<file path="src/rtl/nfc_pkg.sv">
package nfc_pkg;
  localparam int NODE_W     = 64;
  localparam int NODES_LINE = 8;
  localparam int LINE_W     = NODE_W * NODES_LINE;
  localparam int OFF_W      = $clog2(NODES_LINE);
  localparam int LINE_BYTES = LINE_W / 8;

  typedef struct packed {
    logic             hit;
    logic [OFF_W-1:0] off;
  } tag_t;

  localparam int TAG_W = $bits(tag_t);

  function automatic logic [NODE_W-1:0] pick_node(input logic [LINE_W-1:0] line,
                                                  input logic [OFF_W-1:0]  off);
    return line[off*NODE_W +: NODE_W];
  endfunction
endpackage

</file>
<file path="src/rtl/nfc_tag_fifo.sv">
module nfc_tag_fifo #(
  parameter int DEPTH = 16,
  parameter int W     = 4,
  localparam int PW   = (DEPTH > 1) ? $clog2(DEPTH) : 1,
  localparam int CW   = $clog2(DEPTH + 1)
) (
  input  logic          clk,
  input  logic          rst_n,
  input  logic          push,
  input  logic [W-1:0]  din,
  input  logic          pop,
  output logic [W-1:0]  dout,
  output logic [CW-1:0] count
);
  logic [W-1:0]  store [DEPTH];
  logic [PW-1:0] wr_ptr, rd_ptr;

  function automatic logic [PW-1:0] bump(input logic [PW-1:0] p);
    return (p == PW'(DEPTH - 1)) ? '0 : p + 1'b1;
  endfunction

  always_ff @(posedge clk) begin
    if (push) store[wr_ptr] <= din;
  end

  always_ff @(posedge clk) begin
    if (!rst_n) begin
      wr_ptr <= '0;
      rd_ptr <= '0;
      count  <= '0;
    end else begin
      if (push) wr_ptr <= bump(wr_ptr);
      if (pop)  rd_ptr <= bump(rd_ptr);
      case ({push, pop})
        2'b10:   count <= count + 1'b1;
        2'b01:   count <= count - 1'b1;
        default: count <= count;
      endcase
    end
  end

  assign dout = store[rd_ptr];
endmodule

</file>
<file path="src/rtl/nfc_lookup.sv">
module nfc_lookup #(
  parameter int LINE_AW = 21,
  parameter int PAGE_SH = 7
) (
  input  logic               clk,
  input  logic               rst_n,
  input  logic               acc,
  input  logic [LINE_AW-1:0] line,
  output logic               hit,
  output logic               page_same
);
  localparam int PG_W = LINE_AW - PAGE_SH;

  logic               buf_vld;
  logic [LINE_AW-1:0] last_line;
  logic [PG_W-1:0]    last_page;
  logic [PG_W-1:0]    page;

  assign page      = line[LINE_AW-1:PAGE_SH];
  assign hit       = buf_vld && (line == last_line);
  assign page_same = buf_vld && (page == last_page);

  always_ff @(posedge clk) begin
    if (!rst_n) begin
      buf_vld   <= 1'b0;
      last_line <= '0;
      last_page <= '0;
    end else if (acc && !hit) begin
      buf_vld   <= 1'b1;
      last_line <= line;
      last_page <= page;
    end
  end
endmodule

</file>
<file path="src/rtl/nfc_sat_counter.sv">
module nfc_sat_counter #(
  parameter int W = 32
) (
  input  logic         clk,
  input  logic         rst_n,
  input  logic         clr,
  input  logic         inc,
  output logic [W-1:0] value
);
  always_ff @(posedge clk) begin
    if (!rst_n || clr)           value <= '0;
    else if (inc && value != '1) value <= value + 1'b1;
  end
endmodule

</file>
<file path="src/rtl/node_fetch_cache.sv">
module node_fetch_cache
  import nfc_pkg::*;
#(
  parameter int ADDR_W     = 24,
  parameter int PAGE_BYTES = 8192,
  parameter int TAG_DEPTH  = 16,
  parameter int CNT_W      = 32,
  localparam int LINE_AW   = ADDR_W - OFF_W
) (
  input  logic               clk,
  input  logic               rst_n,
  input  logic               stat_clr,
  input  logic               req_valid,
  output logic               req_ready,
  input  logic [ADDR_W-1:0]  req_addr,
  output logic               rsp_valid,
  output logic [63:0]        rsp_data,
  output logic               mem_req_valid,
  input  logic               mem_req_ready,
  output logic [LINE_AW-1:0] mem_req_line,
  input  logic               mem_rsp_valid,
  output logic               mem_rsp_ready,
  input  logic [511:0]       mem_rsp_data,
  output logic [CNT_W-1:0]   cnt_cached,
  output logic [CNT_W-1:0]   cnt_page_hit,
  output logic [CNT_W-1:0]   cnt_page_miss
);
  localparam int PAGE_SH = $clog2(PAGE_BYTES / LINE_BYTES);
  localparam int TCW     = $clog2(TAG_DEPTH + 1);

  // named internal events
  logic               acc, acc_hit, acc_page_same, pop;
  logic [LINE_AW-1:0] acc_line;
  logic [OFF_W-1:0]   acc_off;
  logic [TCW-1:0]     tag_count;
  logic               tag_full, head_vld;
  tag_t               head, push_tag;
  logic [LINE_W-1:0]  line_buf;

  assign acc_line = req_addr[ADDR_W-1:OFF_W];
  assign acc_off  = req_addr[OFF_W-1:0];
  assign tag_full = (tag_count == TCW'(TAG_DEPTH));
  assign head_vld = (tag_count != '0);

  assign req_ready = !tag_full && (!mem_req_valid || mem_req_ready);
  assign acc       = req_valid && req_ready;

  nfc_lookup #(.LINE_AW(LINE_AW), .PAGE_SH(PAGE_SH)) u_lookup (
    .clk(clk), .rst_n(rst_n), .acc(acc), .line(acc_line),
    .hit(acc_hit), .page_same(acc_page_same)
  );

  assign push_tag = '{hit: acc_hit, off: acc_off};

  nfc_tag_fifo #(.DEPTH(TAG_DEPTH), .W(TAG_W)) u_tags (
    .clk(clk), .rst_n(rst_n), .push(acc), .din(push_tag),
    .pop(pop), .dout(head), .count(tag_count)
  );

  // line read issue
  always_ff @(posedge clk) begin
    if (!rst_n) begin
      mem_req_valid <= 1'b0;
      mem_req_line  <= '0;
    end else if (acc && !acc_hit) begin
      mem_req_valid <= 1'b1;
      mem_req_line  <= acc_line;
    end else if (mem_req_ready) begin
      mem_req_valid <= 1'b0;
    end
  end

  // in-order answer
  assign mem_rsp_ready = head_vld && !head.hit;
  assign pop           = head_vld && (head.hit || mem_rsp_valid);

  always_ff @(posedge clk) begin
    if (!rst_n) begin
      rsp_valid <= 1'b0;
      rsp_data  <= '0;
    end else begin
      rsp_valid <= pop;
      if (pop)
        rsp_data <= head.hit ? pick_node(line_buf, head.off)
                             : pick_node(mem_rsp_data, head.off);
    end
  end

  always_ff @(posedge clk) begin
    if (!rst_n)                     line_buf <= '0;
    else if (pop && !head.hit)      line_buf <= mem_rsp_data;
  end

  // statistics
  logic [2:0]       ev_inc;
  logic [CNT_W-1:0] ev_val [3];

  assign ev_inc[0] = acc && acc_hit;
  assign ev_inc[1] = acc && !acc_hit && acc_page_same;
  assign ev_inc[2] = acc && !acc_hit && !acc_page_same;

  for (genvar g = 0; g < 3; g++) begin : g_cnt
    nfc_sat_counter #(.W(CNT_W)) u_cnt (
      .clk(clk), .rst_n(rst_n), .clr(stat_clr),
      .inc(ev_inc[g]), .value(ev_val[g])
    );
  end

  assign cnt_cached    = ev_val[0];
  assign cnt_page_hit  = ev_val[1];
  assign cnt_page_miss = ev_val[2];
endmodule

</file>
<file path="config.mk">
export PLATFORM = sky130hd
export DESIGN_NAME = node_fetch_cache
export DESIGN_NICKNAME = d
export VERILOG_FILES = /design/src/rtl/nfc_pkg.sv /design/src/rtl/nfc_tag_fifo.sv /design/src/rtl/nfc_lookup.sv /design/src/rtl/nfc_sat_counter.sv /design/src/rtl/node_fetch_cache.sv
export SDC_FILE = /design/constraint.sdc
export NUM_CORES = 2
export LEC_CHECK = 0
export ABC_CLOCK_PERIOD_IN_PS = 5100
export CAP_MARGIN = 20
export CELL_PAD_IN_SITES_DETAIL_PLACEMENT = 0
export CELL_PAD_IN_SITES_GLOBAL_PLACEMENT = 2
export CORE_ASPECT_RATIO = 0.75
export CORE_MARGIN = 3
export CORE_UTILIZATION = 35
export CTS_CLUSTER_DIAMETER = 150
export DETAILED_ROUTE_END_ITERATION = 8
export GPL_ROUTABILITY_DRIVEN = 0
export GPL_TIMING_DRIVEN = 0
export PLACE_DENSITY = 0.92
export SETUP_SLACK_MARGIN = 0.5
export SYNTH_ARGS = -nofsm -noshare
export SYNTH_HDL_FRONTEND = slang
export SYNTH_HIERARCHICAL = 1
export SYNTH_SLANG_ARGS = --single-unit
</file>
<file path="constraint.sdc">
create_clock -name clk -period 5.1 [get_ports clk]
set_input_delay 0.765 -clock clk [delete_from_list [all_inputs] [get_ports clk]]
set_output_delay 0.765 -clock clk [all_outputs]
set_load 0.01 [all_outputs]
</file>
==> qor.csv <==
metric;value;unit
async_flop_share;0;
via_per_inst;5.518;
critPathKind;register to primary output;
coreArea;109700;µm²
synth-main-ff-cell;dfxtp_1;
yosysTopAreaCell;dfxtp_1;
grt_use_total;0.2853;
die_x;390.8;µm
netlist_area;38860;µm²
port_buffers;726;
h-tree-depth;3;
syn_inst;4054;
syn_nets;4608;
via_count;35500;
fin_crit_sh;0.8614;
drive_above_1_share;0.1323;
syn_area_per_cell;9.586;µm²
rsz0062_at_grt;false;
critPathArrivalTime;3630;ps
synth_compound_area_frac;0.1610;
cts_root_buf;clkbuf_16;
clkTransAtPathRegs;60;ps
outcome;finished clean;
drt-total-wl;169600;µm
synth_xor_xnor_area_share;0.01420;
yosys_warnings;6;
grt_pass1_vias;34540;
synth-seq-cells;798;
detail_route.first_pass.iterations;5;
synth-adder-area-share;0.003863;
timing.critical_path.buf_inv;8;
remaining_drc_errors;0;
critPathTopFamily;buffers and inverters;
antenna_found_initial;53;
endpoint_kind;primary output;
max_freq;227.6;MHz
finalClockSkew;35.39;ps
yosysTopAreaCellShare;0.3781;
setup_tns;0;ps
synth_top_family_by_area;simple AND/OR/NAND/NOR gates;
hold_buffers;0;
p_leak;0.01792;µW
place_hpwl;129700;µm
clock-sinks;798;
synth_edf_count;64;
ant_nets;0;
post_cts_buffers;0;
synth_area_leaders;dfxtp_1, mux4_2, nand2_1, a21boi_1, edfxtp_1;
worstPathRequired;4340;ps
fillCellCount;10680;
die_height;294.6;µm
start_util;0.3543;
critPathMaxFanout;10;
grt.overflow.total;0;
clock_latency;690;ps
dieArea;115100;µm²
synthSimpleGateAreaFrac;0.1848;
synth.area.mux_share;0.1653;
drt-initial-drc-count;3017;
fin_nets;5427;
vdd_drop_max;0.2716;mV
final_hold_viol_count;0;
setup_viol;0;
slowest_delay;600;ps
cts_buffer_depth;3;
cts_tree;done;
pin_count;727;
slew_viol_final;0;
layout_min_cycle_time;4393;ps
max-slew-margin-rel;0.2735;
worstMarginPinSlew;1090;ps
routedWlPerCell;26.35;µm
cts_buffers;87;
power;25180;µW
row_count;105;
area_growth;31.39;%
powerDensity;493.0;nW/µm²
start_kind;register;
grt_pass1_wl;239800;µm
cap_violations;0;
crit_slowest_cell;mux4_1;
crit_top_cell;buf_4;
grt_max_degree;19;
ys_seq_area_frac;0.4276;
hp-class;register to register;
yosys.cell_types.count;71;
path_cells;buf_6, buf_12, mux4_1, a22oi_1, nand2_1, buf_4, buf_6, buf_4, clkbuf_4, buf_4, nor2_1, buf_2;
==> final cells by class <==
| type | instances | area [µm²] | share of cell area |
|---|---|---|---|
| Sequential cell | 798 | 16620 | 0.3254 |
| Tap cell | 1444 | 1807 | 0.03538 |
| Clock buffer | 122 | 2461 | 0.04820 |
| Antenna cell | 47 | 117.6 | 0.002303 |
| Clock inverter | 37 | 461.7 | 0.009042 |
| Timing Repair Buffer | 730 | 7327 | 0.1435 |
| Inverter | 15 | 56.30 | 0.001103 |
| Buffer | 322 | 1644 | 0.03220 |
| Multi-Input combinational cell | 2919 | 20570 | 0.4029 |
==> path summary, 6_finish.rpt <==
path / startpoint / to / slack [ps] / depth (start not counted)
max: register / mem_rsp_ready / 710 / 12
min: line_buf[394]$_SDFFE_PN0P_ / line_buf[394]$_SDFFE_PN0P_ / 450 / 2
max reg2reg: register / line_buf[132]$_SDFFE_PN0P_ / 770 / 13
min reg2reg: line_buf[394]$_SDFFE_PN0P_ / line_buf[394]$_SDFFE_PN0P_ / 450 / 2
==> metrics by stage <==
stage          hold WS (ps)    util  worst slack (ps)  instances  instance area (µm²)
5_1_grt               466.7  0.4651             513.3       6418                51020
4_1_cts               449.6  0.4644             501.4       6386                50940
2_1_floorplan         431.9       -              1695       4054                38860
3_5_place_dp          441.4  0.4376             96.09       6227                48000
6_report              448.7  0.4655             707.1       6434                51060
3_3_place_gp          437.1  0.4370            -112.5       6224                47940
==> power breakdown <==
| part | switching [µW] | internal [µW] | total, µW |
|---|---|---|---|
| Sequential | 685 | 7480 | 8160 |
| Clock | 2830 | 3790 | 6620 |
| Combinational | 6180 | 4210 | 10400 |
==> cell usage after synthesis, types with 49 or more instances <==
master / instances
nand3_1: 49
dfxtp_1: 734
edfxtp_1: 64
mux4_2: 256
nor2_1: 59
a21boi_1: 480
a221o_1: 62
xnor2_1: 54
clkbuf_1: 109
nand2_1: 1379
buf_2: 169
a21oi_1: 121
==> placed cells by master, fill, tap and decap left out, drive strengths merged, types with 16 or more instances in the layout <==
| cell type | count |
|---|---|
| a22o | 21 |
| clkbuf | 234 |
| a221o | 62 |
| xnor2 | 54 |
| nand2 | 1379 |
| nand3 | 50 |
| or3 | 22 |
| and2 | 28 |
| or4 | 34 |
| edfxtp | 64 |
| diode | 47 |
| o211ai | 16 |
| o31ai | 28 |
| nand4 | 35 |
| inv | 16 |
| clkinv | 22 |
| mux4 | 272 |
| nor2 | 60 |
| dfxtp | 734 |
| and4 | 24 |
| buf | 215 |
| clkdlybuf4s50 | 725 |
| a21boi | 514 |
| a21oi | 122 |
| nor4 | 18 |
| o21ai | 46 |
==> kinds of logic (layout without fill, tap and decap cells) <==
group | count (synthesis) | after routing
AO/OA/AOI/OAI | 857 | 857
XOR/XNOR | 63 | 63
adder cells (fa/ha/maj) | 12 | 12
buffers and inverters | 337 | 1226
flip-flops | 798 | 798
multiplexers | 294 | 294
other | 0 | 47
AND/OR/NAND/NOR | 1693 | 1693
==> state kept, by name (all words and copies together) (netlist names), named ones only <==
register            flops
g_cnt.u_cnt/value      96
line_buf              512
mem_req_line           21
mem_req_valid           1
rsp_data               64
rsp_valid               1
u_lookup/buf_vld        1
u_lookup/last_line     21
u_tags/count            5
u_tags/rd_ptr           4
u_tags/store           64
u_tags/wr_ptr           4
==> layer usage <==
metal | GRT usage | share of wire | vias to the layer above
met2 | 0.4531 | 0.46 | 1437
met3 | 0.05889 | 0.077 | 255
li1 | - | - | 16090
met5 | 0 | 0.00075 | -
met4 | 0.1020 | 0.034 | 18
met1 | 0.3855 | 0.42 | 17710
==> worst reg2reg max path, stage by stage, from the launching register on <==
cell and delay, ps:
dfxtp_1 320, buf_6 150, buf_12 150, mux4_1 600, a22oi_1 190, nand2_1 80, buf_4 230, clkinv_1 260
o211a_1 190, clkbuf_1 400, clkbuf_1 860, buf_2 550, nand2_1 100, a21boi_1 140
==> what timing repair did <==
| action | 4_1_cts | 5_1_grt |
|---|---|---|
| endpoints found under the hold margin | 0 | 0 |
| cloned | 0 | 0 |
| setup endpoints to repair | 16 | 21 |
| gates resized for setup | 9 | 5 |
(Power assumes the default switching activity.)
